<file path="src/rtl/lpi_pend_pkg.sv">
package lpi_pend_pkg;
   localparam int BYTE_W     = 8;
   localparam int CFG_EN_BIT = 0;

   typedef enum logic [2:0] {
      ST_IDLE,
      ST_CHECK,
      ST_CFG_RD,
      ST_PND_RD,
      ST_PND_WR,
      ST_DONE
   } eng_state_t;
endpackage

</file>
<file path="src/rtl/lpi_req_filter.sv">
module lpi_req_filter #(
   parameter int ID_W       = 16,
   parameter int ADDR_W     = 32,
   parameter int FIELD_W    = 5,
   parameter int MAX_IDBITS = 15,
   parameter int IDBITS_MIN = 13,
   parameter int LPI_FIRST  = 8192
) (
   input  logic               lpi_en,
   input  logic [ADDR_W-1:0]  cfg_base,
   input  logic [ADDR_W-1:0]  pend_base,
   input  logic [FIELD_W-1:0] id_bits_fld,
   input  logic [ID_W-1:0]    id,
   output logic               pass
);
   localparam int SH_W = FIELD_W + 1;

   logic [FIELD_W-1:0] eff_w;
   logic [SH_W-1:0]    shamt;
   logic [ID_W:0]      id_limit;

   always_comb begin
      // clamp the programmed width to what the block supports
      eff_w    = (id_bits_fld > FIELD_W'(MAX_IDBITS)) ? FIELD_W'(MAX_IDBITS) : id_bits_fld;
      shamt    = {1'b0, eff_w} + SH_W'(1);
      id_limit = {{ID_W{1'b0}}, 1'b1} << shamt;
      pass     = lpi_en
               && (cfg_base  != '0)
               && (pend_base != '0)
               && (eff_w >= FIELD_W'(IDBITS_MIN))
               && ({1'b0, id} <= id_limit)
               && (id >= ID_W'(LPI_FIRST));
   end
endmodule

</file>
<file path="src/rtl/lpi_bit_merge.sv">
module lpi_bit_merge #(
   parameter int BW = 8
) (
   input  logic [BW-1:0]         rd_byte,
   input  logic [$clog2(BW)-1:0] sel,
   input  logic                  level,
   output logic [BW-1:0]         new_byte,
   output logic                  changed
);
   localparam int SEL_W = $clog2(BW);

   for (genvar g = 0; g < BW; g++) begin : g_bit
      assign new_byte[g] = (sel == SEL_W'(g)) ? level : rd_byte[g];
   end

   assign changed = (rd_byte[sel] != level);
endmodule

</file>
<file path="src/rtl/lpi_pend_engine.sv">
module lpi_pend_engine
   import lpi_pend_pkg::*;
#(
   parameter int ADDR_W     = 32,
   parameter int FIELD_W    = 5,
   parameter int MAX_IDBITS = 15,
   parameter int IDBITS_MIN = 13,
   parameter int LPI_FIRST  = 8192,
   localparam int ID_W      = MAX_IDBITS + 1
) (
   input  logic               clk,
   input  logic               rst_n,
   input  logic               req_valid,
   output logic               req_ready,
   input  logic [ID_W-1:0]    req_id,
   input  logic               req_level,
   input  logic               lpi_en,
   input  logic [ADDR_W-1:0]  cfg_base,
   input  logic [ADDR_W-1:0]  pend_base,
   input  logic [FIELD_W-1:0] id_bits_fld,
   output logic               mem_req,
   output logic               mem_we,
   output logic [ADDR_W-1:0]  mem_addr,
   output logic [7:0]         mem_wdata,
   input  logic               mem_ack,
   input  logic [7:0]         mem_rdata,
   output logic               busy,
   output logic               rescan
);
   localparam int SEL_W = $clog2(BYTE_W);

   if (MAX_IDBITS >= (1 << FIELD_W)) begin : g_bad_field
      $error("FIELD_W too narrow for MAX_IDBITS");
   end
   if (IDBITS_MIN > MAX_IDBITS) begin : g_bad_min
      $error("IDBITS_MIN above MAX_IDBITS");
   end
   if (LPI_FIRST >= (1 << ID_W)) begin : g_bad_first
      $error("LPI_FIRST does not fit the ID width");
   end

   eng_state_t          st, st_nx;
   logic [ID_W-1:0]     id_q;
   logic                lvl_q;
   logic                en_q;
   logic [ADDR_W-1:0]   cfgb_q;
   logic [ADDR_W-1:0]   pendb_q;
   logic [FIELD_W-1:0]  fld_q;
   logic [BYTE_W-1:0]   wbyte_q;
   logic                accept;
   logic                chk_pass;
   logic [BYTE_W-1:0]   merged;
   logic                bit_chg;
   logic [ADDR_W-1:0]   cfg_addr;
   logic [ADDR_W-1:0]   pnd_addr;

   assign accept = req_valid && req_ready;

   // settings are captured with the request so a mid-flight change cannot split it
   lpi_req_filter #(
      .ID_W       (ID_W),
      .ADDR_W     (ADDR_W),
      .FIELD_W    (FIELD_W),
      .MAX_IDBITS (MAX_IDBITS),
      .IDBITS_MIN (IDBITS_MIN),
      .LPI_FIRST  (LPI_FIRST)
   ) u_filter (
      .lpi_en      (en_q),
      .cfg_base    (cfgb_q),
      .pend_base   (pendb_q),
      .id_bits_fld (fld_q),
      .id          (id_q),
      .pass        (chk_pass)
   );

   lpi_bit_merge #(
      .BW (BYTE_W)
   ) u_merge (
      .rd_byte  (mem_rdata),
      .sel      (id_q[SEL_W-1:0]),
      .level    (lvl_q),
      .new_byte (merged),
      .changed  (bit_chg)
   );

   assign cfg_addr = cfgb_q  + ADDR_W'(id_q - ID_W'(LPI_FIRST));
   assign pnd_addr = pendb_q + ADDR_W'(id_q >> SEL_W);

   always_comb begin
      st_nx = st;
      unique case (st)
         ST_IDLE:   if (accept) st_nx = ST_CHECK;
         ST_CHECK:  st_nx = chk_pass ? ST_CFG_RD : ST_IDLE;
         ST_CFG_RD: if (mem_ack) st_nx = mem_rdata[CFG_EN_BIT] ? ST_PND_RD : ST_IDLE;
         ST_PND_RD: if (mem_ack) st_nx = bit_chg ? ST_PND_WR : ST_DONE;
         ST_PND_WR: if (mem_ack) st_nx = ST_DONE;
         ST_DONE:   st_nx = ST_IDLE;
         default:   st_nx = ST_IDLE;
      endcase
   end

   always_ff @(posedge clk) begin
      if (!rst_n) begin
         st      <= ST_IDLE;
         id_q    <= '0;
         lvl_q   <= 1'b0;
         en_q    <= 1'b0;
         cfgb_q  <= '0;
         pendb_q <= '0;
         fld_q   <= '0;
         wbyte_q <= '0;
      end else begin
         st <= st_nx;
         if (accept) begin
            id_q    <= req_id;
            lvl_q   <= req_level;
            en_q    <= lpi_en;
            cfgb_q  <= cfg_base;
            pendb_q <= pend_base;
            fld_q   <= id_bits_fld;
         end
         if (st == ST_PND_RD && mem_ack && bit_chg) begin
            wbyte_q <= merged;
         end
      end
   end

   always_comb begin
      req_ready = (st == ST_IDLE);
      busy      = (st != ST_IDLE);
      rescan    = (st == ST_DONE);
      mem_req   = (st == ST_CFG_RD) || (st == ST_PND_RD) || (st == ST_PND_WR);
      mem_we    = (st == ST_PND_WR);
      mem_wdata = (st == ST_PND_WR) ? wbyte_q : '0;
      mem_addr  = (st == ST_CFG_RD) ? cfg_addr :
                  (mem_req ? pnd_addr : '0);
   end
endmodule

</file>
<file path="config.mk">
export PLATFORM = sky130hd
export DESIGN_NAME = lpi_pend_engine
export DESIGN_NICKNAME = d
export VERILOG_FILES = /design/src/rtl/lpi_pend_pkg.sv /design/src/rtl/lpi_req_filter.sv /design/src/rtl/lpi_bit_merge.sv /design/src/rtl/lpi_pend_engine.sv
export SDC_FILE = /design/constraint.sdc
export NUM_CORES = 1
export LEC_CHECK = 0
export BUFFER_PORTS_ARGS = -buffer_cell sky130_fd_sc_hd__buf_2
export CORE_ASPECT_RATIO = 1.1
export CORE_MARGIN = 8
export CORE_UTILIZATION = 55
export CTS_BUF_LIST = sky130_fd_sc_hd__clkbuf_4
export DETAILED_ROUTE_END_ITERATION = 16
export PLACE_DENSITY = 0.84
export SETUP_SLACK_MARGIN = 0.4
export SYNTH_ARGS = -nofsm -noshare
export SYNTH_HDL_FRONTEND = slang
export SYNTH_HIERARCHICAL = 1
export SYNTH_SLANG_ARGS = --single-unit
</file>
<file path="constraint.sdc">
create_clock -name clk -period 6.7 [get_ports clk]
set_input_delay 1.005 -clock clk [delete_from_list [all_inputs] [get_ports clk]]
set_output_delay 1.005 -clock clk [all_outputs]
set_load 0.005 [all_outputs]
</file>
==> results.md, run 1 <==
* Slew HR at between 15 and 20%
* Final Hold Vio Count at 0
* Synth top area cells: dfxtp_1 (26%), nand2_1 (11%), ha_1 (10%), a21boi_0 (8.8%), a21oi_1 (3.3%)
* First-pass GRT wire length at ~36000 um
* Max Buffers Root-to-Sink at 2
* Post-synthesis register bit count at 98
* FP Rows at 45
* Setup clock skew after layout at ~0.017 ns
* Startpoint types: register
* Distinct cells, synth at between 70 and 80
* Reg2Reg Setup Slack at between 3 and 4 ns
* Post-DP HPWL at 16550 um
* Crit path time final at 5.062 ns
* Period utilization at 75.54%
* Clock sink count at 98
* DRC at 0
* Post-CTS setup buffer count at 0
* RSZ-0062 raised after global routing: false
* Vias in the first global route at ~7200
* Worst-path clk slew at around 0.15 ns
* Num ports at ~140
* Max Clock Freq at approximately 200 MHz
* Post-Syn Instances at 982
* Top FF cell, synth: dfxtp_1
* Worst skew pair latency at approximately 0.48 ns
* Synth cell count leaders: nand2_1 (220), dfxtp_1 (98), a21boi_0 (88)
* Synth top area share at a little over a quarter
* Ratio of cells with drive above 1 in the final layout at between 10% and 20%
* Pwr dens at about 180 nW/um^2
* Initial antenna violation count at 1
* Outcome: completed
* Mapped Area at 7511 sq um
* Critical path type: reg -> out
* Area growth syn-to-layout at 13.06%
* Via count at approximately 7500
* Final #Nets at approximately 1300
* Max cap viols at 0
* Async SR Flop Fraction at 0%
* Max-slew violations at 0
* Core area at 13570 sq um
* Largest net degree at the start of global routing at 99
* Worst R2R End: st[1]$_SDFFE_PN0P_
* Required time of the critical path at about 5.7 ns
* Critical path capture point type: primary output
* HP Class: reg -> reg
* Sequential area share after synthesis at about a quarter
* Avg Cell Area, Syn at 7.649 sq um
* Die Width at between 100 and 150 um
* # setup viols final at 0
* Clock root buffer: clkbuf_4
* WL/cell at 16.87 um
* CTS buffer count at 9
* Tot Pwr at 1.487 mW
* P_leak at 3.756 nW
* First DRT Iteration DRCs at 575
* Tot GR Track Use at approximately 25%
* CTS H-tree depth at 3
* Vias per inst at between 5 and 6
* CTS Hold Bufs at 0
* Final Wtd Congestion at just under 1
* ANT nets after route at 0
* Setup TNS at 0 ns
* I/O Buffers at 143
* Most frequent cell after synthesis: nand2_1
* Synth warn at 6
* Worst Path Max Fanout at 5
* End point of the critical path: mem_addr[30]
* Full die area at 17660 sq um
* EDFF count, synth at 0
* GRT overflow at 0
* Initial Util at about 55%
* Post-Syn Nets at around 1100
* Die height at ~140 um
* CTS tree: yes
* Worst IR Drop VDD at around 0.11 mV
* Least-Margin Pin Slew at ~1.2 ns
* CP Data Arrival Time at 4.06 ns
* R2r startpoint: fld_q[3]$_SDFFE_PN0P_
* Post-cts resize count at 0
* Crit path from: id_q[3]$_SDFFE_PN0P_
* Wirelength, routed at about 22000 um
* Detailed Routing Iterations Pass 1 at 6
* FF-to-FF path depth at 10
* Yosys top cell by area: dfxtp_1
==> worst min path at each step <==
stage	endpoint	startpoint	cells past startpoint
after floorplan	fld_q[0]$_SDFFE_PN0P_	fld_q[0]$_SDFFE_PN0P_	2
after global placement	pendb_q[9]$_SDFFE_PN0P_	pendb_q[9]$_SDFFE_PN0P_	2
after detailed placement	pendb_q[7]$_SDFFE_PN0P_	pendb_q[7]$_SDFFE_PN0P_	2
after CTS	pendb_q[7]$_SDFFE_PN0P_	pendb_q[7]$_SDFFE_PN0P_	2
after global routing	pendb_q[8]$_SDFFE_PN0P_	pendb_q[8]$_SDFFE_PN0P_	2
final	pendb_q[7]$_SDFFE_PN0P_	pendb_q[7]$_SDFFE_PN0P_	2
==> per-layer routing <==
metal | part of all wire (%) | up-vias | GRT usage [%]
met1 | 46 | 3464 | 32.04
li1 | - | 3726 | -
met2 | 45 | 278 | 39.28
met3 | 6.2 | 47 | 4.346
met4 | 3.0 | 0 | 10.78
met5 | 0 | - | 0
==> cells in the final DEF (no fill, tap or decap), drive strengths merged, types with 5 or more instances in the layout <==
master	count
a211oi	8
a21boi	89
a21o	19
a21oi	50
a31oi	15
and3	23
buf	149
clkbuf	10
dfxtp	98
ha	61
inv	26
mux2	9
mux2i	11
nand2	220
nand2b	9
nand3	24
nand3b	7
nand4	15
nor2	32
nor2b	19
nor3	15
nor3b	5
nor4	18
o21ai	24
o21bai	5
o22ai	21
xnor2	27
xor2	24
==> cells by family after synthesis <==
kind of cell	synth area share [%]
simple gates	25.54
compound gates	24.69
flops	26.12
buf+inv	4.148
fa+ha+maj	10.69
xor+xnor	5.947
mux	2.815
other cells	0.04993
==> through the flow <==
step / util (%) / area [sq um] / setup WS [ns] / hold WS (ns) / cells
after global routing: 62.58 / 8492 / 1.323 / 0.5278 / 1285
after CTS: 62.56 / 8489 / 1.626 / 0.4987 / 1284
final: 62.58 / 8492 / 1.639 / 0.4989 / 1285
after global placement: 61.17 / 8300 / 2.241 / 0.4725 / 1268
after detailed placement: 61.17 / 8300 / 2.190 / 0.4789 / 1268
after floorplan: - / 7511 / 2.015 / 0.4401 / 982
==> cell type report <==
type | instances | area (sq um)
Sequential cell | 98 | 1962
Multi-Input combinational cell | 808 | 5249
Timing Repair Buffer | 149 | 760.7
Antenna cell | 1 | 2.502
Tap cell | 188 | 235.2
Fill cell | 1271 | 5077
Inverter | 25 | 93.84
Clock buffer | 10 | 75.07
Clock inverter | 6 | 113.9
==> registers in the layout, indices dropped and copies added, names as in the netlist <==
register	flops
wbyte_q	8
en_q	1
st	3
fld_q	5
id_q	16
cfgb_q	32
pendb_q	32
lvl_q	1
==> worst max-delay path, stage by stage (launching register included) <==
cell       delay [ns]
dfxtp_1          0.38
ha_1             0.24
fa_1             0.40
a21oi_1          0.15
o21bai_1         0.12
a2111oi_0        0.68
o21ai_1          0.23
a31oi_1          0.50
nor3_1           0.23
nand4_1          0.17
xor2_1           0.18
o32ai_1          0.12
buf_2            0.20
==> power breakdown <==
part	internal [mW]	total (mW)	switching, mW
Clock	0.195	0.408	0.213
Sequential	0.615	0.662	0.0473
Combinational	0.178	0.417	0.239
Note: power is estimated with default switching activity, not from simulation.
==> run 2: changes to the inputs <==
Settings changed: ABC_AREA set to 1, PLACE_DENSITY 0.84 to 0.83.
Clock period 6.7 ns to 4.9 ns, I/O delays scaled along.
==> run 2 against run 1 <==
Effect of this change: critical path depth increased by 1; setup slack got worse by 0.54 ns; worst hold slack got worse by 0.032 ns; sequential share of layout area decreased by 3.0 points; via count increased by 35%; utilization decreased by 0.46 points; highest routed layer unchanged; largest cell class unchanged.
==> results.md, run 2 <==
* Crit path time final at 3.804 ns
* Worst IR Drop VDD at roughly 0.17 mV
* Critical path capture point type: primary output
* Post-synthesis register bit count at 98
* DRC at 0
* Worst R2R End: st[1]$_SDFFE_PN0P_
* Core area at approximately 16000 sq um
* Hold path start: wbyte_q[1]$_SDFFE_PN0P_
* Post-cts resize count at 0
* Num ports at 144
* Clock sink count at 98
* Most frequent cell after synthesis: nand2_1
* Slew HR at a little under half
* Yosys top cell by area: dfxtp_1
* Placed Cells at ~1900
* Synth top area share at 22.37%
* Post-Synth XOR/XNOR Area at under 10%
* Area growth syn-to-layout at 11.03%
* Worst Path Max Fanout at 4
* Outcome: completed
* Reg2Reg Setup Slack at approximately 2.1 ns
* RSZ-0062 raised after global routing: false
* Critical path type: reg -> out
* Synth Area in Compound Gates at 12.77%
* GRT overflow at 0
* Vias in the first global route at between 9000 and 10000
* Synth warn at 6
* Clock root buffer: clkbuf_4
* Top FF cell, synth: dfxtp_1
* Largest net degree at the start of global routing at 70
* ANT nets after route at 0
* Ratio of cells with drive above 1 in the final layout at between 10% and 20%
* Initial Util at roughly 56%
* Synth cell count leaders: nand2_1 (510), inv_1 (221), nand3_1 (173)
* Final Non-Filler Cells at 1870
* Detailed Routing Iterations Pass 1 at 6
* Synth top area cells: dfxtp_1 (22%), nand2_1 (22%), nand3_1 (9.9%), inv_1 (9.5%), ha_1 (8.7%)
* Required time of the critical path at 4.16 ns
* Max Clock Freq at 262.9 MHz
* Max Buffers Root-to-Sink at 2
* Mapped Area at a little under 9000 sq um
* # setup viols final at 0
* HP Class: reg -> reg
* Pwr dens at around 260 nW/um^2
* Sequential area share after synthesis at about 22%
* Most frequent cells in the layout: nand2_1 (510), inv_1 (221), nand3_1 (173), a21oi_1 (144), buf_2 (143)
* Period utilization at between 70% and 80%
* Largest registers: cfgb_q: 32 flops, pendb_q: 32 flops, id_q: 16 flops
* Worst-path clk slew at around 0.15 ns
* Mux share of post-synthesis cell area at 0%
* Final #Nets at between 1500 and 2000
* Distinct cells, synth at 40
* Largest family of logic cells by synthesized area: simple AND/OR/NAND/NOR gates
* WL/cell at 15.49 um
* Full die area at about 20000 sq um
* Via count at 10170
* Synth Area in Simple Gates at a little over two fifths
* FP Rows at 48
* Die height at between 100 and 150 um
* Adder-cell area share of the yosys netlist at 9.160%
* Hold path cells at 2
* CP Data Arrival Time at approximately 3.1 ns
* P_leak at 5.256 nW
* Post-Syn Nets at approximately 1700
* Wirelength, routed at 28970 um
* Post-CTS setup buffer count at 0
* Post-DP HPWL at roughly 23000 um
* EDFF count, synth at 0
* FF-to-FF path depth at 18
* CTS tree: yes
* Final Wtd Congestion at ~1
* CTS H-tree depth at 3
* Post-Syn Instances at 1551
* Worst Hold Path EP: wbyte_q[1]$_SDFFE_PN0P_
* CTS Hold Bufs at 0
* First-pass GRT wire length at 46690 um
* Die Width at between 100 and 150 um
* Max cap viols at 0
* Commonest non-fill, non-tap cell in the layout: nand2_1
* Async SR Flop Fraction at 0%
* Setup clock skew after layout at approximately 0.022 ns
* Setup TNS at 0 ns
* Tot GR Track Use at approximately 29%
* First DRT Iteration DRCs at between 800 and 900
* I/O Buffers at about 140
* CTS buffer count at 9
* Max-slew violations at 0
* Worst skew pair latency at roughly 0.50 ns
* Vias per inst at 5.440
* Avg Cell Area, Syn at 5.654 sq um
* Final Hold Vio Count at 0
* Startpoint types: register
* Least-Margin Pin Slew at roughly 0.81 ns
* Initial antenna violation count at 1
* R2r startpoint: fld_q[2]$_SDFFE_PN0P_
## run 2: cell count changes after synthesis, moves of 87 or more
cell,change
nand2_1,+290
inv_1,+197
nand3_1,+149
nor2_1,+104
a21oi_1,+95
a21boi_0,-87
## run 2: layout make-up
class	count	area, sq um
well taps	200	250.2
clock buffers	11	82.58
flip-flops and latches	98	1962
repair buffers	149	760.7
inverters	230	865.8
fillers	1649	5938
clock inverters	4	76.32
diodes	1	2.502
multi-input cells	1177	5737
## run 2: through the flow
stage	setup WS, ns	hold slack, ns	cell area [sq um]	power [mW]	utilization (%)
floorplan	2.266	0.4300	8770	1.745	-
detailed placement	1.704	0.4476	9575	2.045	61.09
global route	0.7951	0.4810	9737	2.746	62.12
global placement	1.773	0.4437	9575	2.023	61.09
finish	1.096	0.4666	9737	2.555	62.12
CTS	1.109	0.4671	9734	2.548	62.10
## run 2: worst max-delay path by stage
stage	from	end	slack (ns)	cells after the start
after CTS	id_q[13]$_SDFFE_PN0P_	mem_addr[27]	1.11	14
after floorplan	id_q[15]$_SDFFE_PN0P_	mem_addr[27]	2.27	12
final	id_q[13]$_SDFFE_PN0P_	mem_addr[16]	1.10	13
after global placement	id_q[13]$_SDFFE_PN0P_	mem_addr[27]	1.77	13
after detailed placement	id_q[13]$_SDFFE_PN0P_	mem_addr[27]	1.70	14
after global routing	id_q[13]$_SDFFE_PN0P_	mem_addr[29]	0.80	14
## run 2: cell families (layout without fill, tap and decap cells)
logic type      Yosys count  in the layout
buf+inv                 276            394
flops                    98             98
xor+xnor                 11             11
compound gates          216            216
simple gates            886            886
fa+ha+maj                63             63
other cells               1              2
## run 2: per-layer routing
metal / part of all wire (%) / wire length (um) / global-route usage, %
met1: 42 / 12070 / 34.61
met2: 46 / 13360 / 46.86
met3: 6.9 / 2000 / 5.128
met4: 5.3 / 1542 / 15.39
met5: 0 / 0 / 0
## run 2: power breakdown
| part | internal, mW | total [mW] | switching, mW |
|---|---|---|---|
| sequential | 0.870 | 0.974 | 0.105 |
| clock | 0.218 | 0.506 | 0.288 |
| combinational | 0.369 | 1.08 | 0.706 |
## run 2: worst max-delay path: stages, from the launching register on
cell and delay [ns]:
dfxtp_1 0.47, inv_1 0.13, ha_1 0.22, xor2_1 0.14, ha_1 0.36, nand2_1 0.11
nor2_1 0.18, inv_1 0.07, o21bai_1 0.24, nor2_1 0.10, nand2_1 0.07, nand2_1 0.04
o21ai_0 0.27, buf_2 0.18
==> run 3: changes to the inputs <==
Settings changed: ABC_AREA 1 to 0, PLACE_DENSITY 0.83 to 0.84.
Clock period 4.9 ns to 3.5 ns, I/O delays scaled along.
==> run 3 against run 2 <==
Effect of this change: the run now ends with setup timing left; routed wire length fell by 9.5%; worst hold slack got worse by 0.25 ns; total power rose by 24%; via count fell by 17%.
==> results.md, run 3 (synthesis gave the netlist of run 1 again) <==
* Area growth syn-to-layout at 33.20%
* First-pass GRT wire length at between 30000 and 40000 um
* Setup clock skew after layout at 0.01475 ns
* Max Clock Freq at around 250 MHz
* Max-slew violations at 0
* ANT nets after route at 0
* FF/Latch Area at just over 2000 sq um
* Final #Nets at around 1300
* Reg2Reg Setup Slack at about 0.73 ns
* Violated checks: setup timing
* Clock sink count at just under 100
* GRT overflow at 0
* WL/cell at between 15 and 20 um
* CTS Hold Bufs at 0
* Final Wtd Congestion at slightly above 1
* Largest net degree at the start of global routing at 48
* Placed Cells at roughly 1300
* Num ports at 144
* Dpl ws at 0.02413 ns
* Slew HR at roughly two fifths
* Max cap viols at 0
* Worst skew pair latency at 0.52 ns
* I/O Buffers at 143
* Die height at 138.6 um
* Crit path time final at 3.978 ns
* Max Buffers Root-to-Sink at 2
* CTS tree: yes
* Worst IR Drop VDD at 0.3369 mV
* RSZ-0062 raised after global routing: true
* Final Non-Filler Cells at 1376
* Ratio of cells with drive above 1 in the final layout at around a third
* Largest registers: cfgb_q: 32 flops, pendb_q: 32 flops, id_q: 16 flops
* Clock root buffer: clkbuf_4
* Least-Margin Pin Slew at slightly below 0.9 ns
* Outcome: finished with violations
* Detailed Routing Iterations Pass 1 at 8
* DRC at 0
* Vias in the first global route at 7694
* Worst Path Max Fanout at 5
* Required time of the critical path at around 3.0 ns
* Setup TNS at -4.419 ns
* Final Hold Vio Count at 0
* FP Rows at 45
* Most frequent cells in the layout: nand2_1 (214), buf_2 (142), a21boi_0 (87), buf_4 (81), dfxtp_1 (80)
* Vias per inst at between 6 and 7
* Commonest non-fill, non-tap cell in the layout: nand2_1
* Critical path capture point type: primary output
* Post-DP HPWL at around 17000 um
* Core area at around 14000 sq um
* P_leak at 4.325 nW
* Initial antenna violation count at 1
* Wirelength, routed at around 26000 um
* CTS H-tree depth at 3
* CP Data Arrival Time at ~3.5 ns
* # setup viols final at 19
* Footprint of the multi-input gates at just under 6000 sq um
* HP Class: in -> reg
* Period utilization at 113.6%
* Initial Util at 55.35%
* Via count at 8413
* Pwr dens at approximately 320 nW/um^2
* First DRT Iteration DRCs at a little under 800
* Full die area at 17660 sq um
* Critical path type: reg -> out
* Worst-path clk slew at 0.17 ns
* CTS buffer count at 9
* Filler Cell Count at between 900 and 1000
* Startpoint types: register
* Setup WS post-layout at -0.4776 ns
* Tot GR Track Use at 26.27%
* Die Width at 127.4 um
## run 3: changes by cell type in the layout (fill, tap and decap cells not counted), sizes merged, moves of 22 or more
| cell | before | now |
|---|---|---|
| a21boi | 1 | 89 |
| a21oi | 144 | 50 |
| and3 | 1 | 23 |
| buf | 149 | 240 |
| inv | 230 | 26 |
| nand2 | 515 | 220 |
| nand3 | 173 | 24 |
| nor2 | 149 | 32 |
| o21ai | 56 | 24 |
| xnor2 | 5 | 27 |
## run 3: worst paths after layout
path | depth (start not counted) | to | start
setup / recovery | 14 | mem_addr[24] | id_q[13]$_SDFFE_PN0P_
hold / removal | 3 | cfgb_q[25]$_SDFFE_PN0P_ | cfg_base[25]
setup reg to reg | 10 | st[1]$_SDFFE_PN0P_ | fld_q[0]$_SDFFE_PN0P_
hold reg to reg | 2 | pendb_q[8]$_SDFFE_PN0P_ | pendb_q[8]$_SDFFE_PN0P_
## run 3: area by class of cell
class | count | share of cell area (%)
Multi-Input combinational cell | 808 | 59.39
Tap cell | 188 | 2.351
Antenna cell | 1 | 0.02501
Sequential cell | 98 | 20.11
Timing Repair Buffer | 240 | 15.27
Clock inverter | 6 | 1.138
Inverter | 25 | 0.9630
Clock buffer | 10 | 0.7504
## run 3: timing repair
item	CTS	global route
endpoints found under the setup margin	25	30
pin swaps	50	49
setup buffers	30	24
resized for setup	80	83
## run 3: metal layers
metal  track usage, %  vias up  wire length [um]
met4            12.04        0              1339
met5                0        -                 0
met1            32.76     3919             10560
met2            42.73      449             12160
met3            5.077      130              2148
li1                 -     3915                 -
## run 3: metrics by stage
step                      util [%]  hold slack (ns)  cell area, sq um  power [mW]
after floorplan                  -           0.4401              7571       1.859
after global placement       63.71           0.4689              8645       2.115
after detailed placement     63.71           0.4847              8645       2.126
after CTS                    69.70           0.2248              9458       2.999
after global routing         73.73           0.2374             10000       3.289
final                        73.73           0.2184             10000       3.165
## run 3: where the power goes
group	switching, mW	leakage [nW]	internal (mW)
registers	0.0854	0.814	1.18
logic	0.601	3.41	0.502
clock network	0.429	0.100	0.373
## run 3: worst max-delay path, cell delays in order, from the launching register on
cell and delay, ns:
dfxtp_4 0.42, buf_6 0.11, inv_4 0.04, ha_4 0.15
xor2_2 0.16, ha_4 0.30, buf_4 0.13, a21o_1 0.17
nand2_1 0.12, a21boi_2 0.25, a31oi_1 0.08, a31o_1 0.27
or4b_1 0.52, nand3_1 0.10, buf_2 0.12
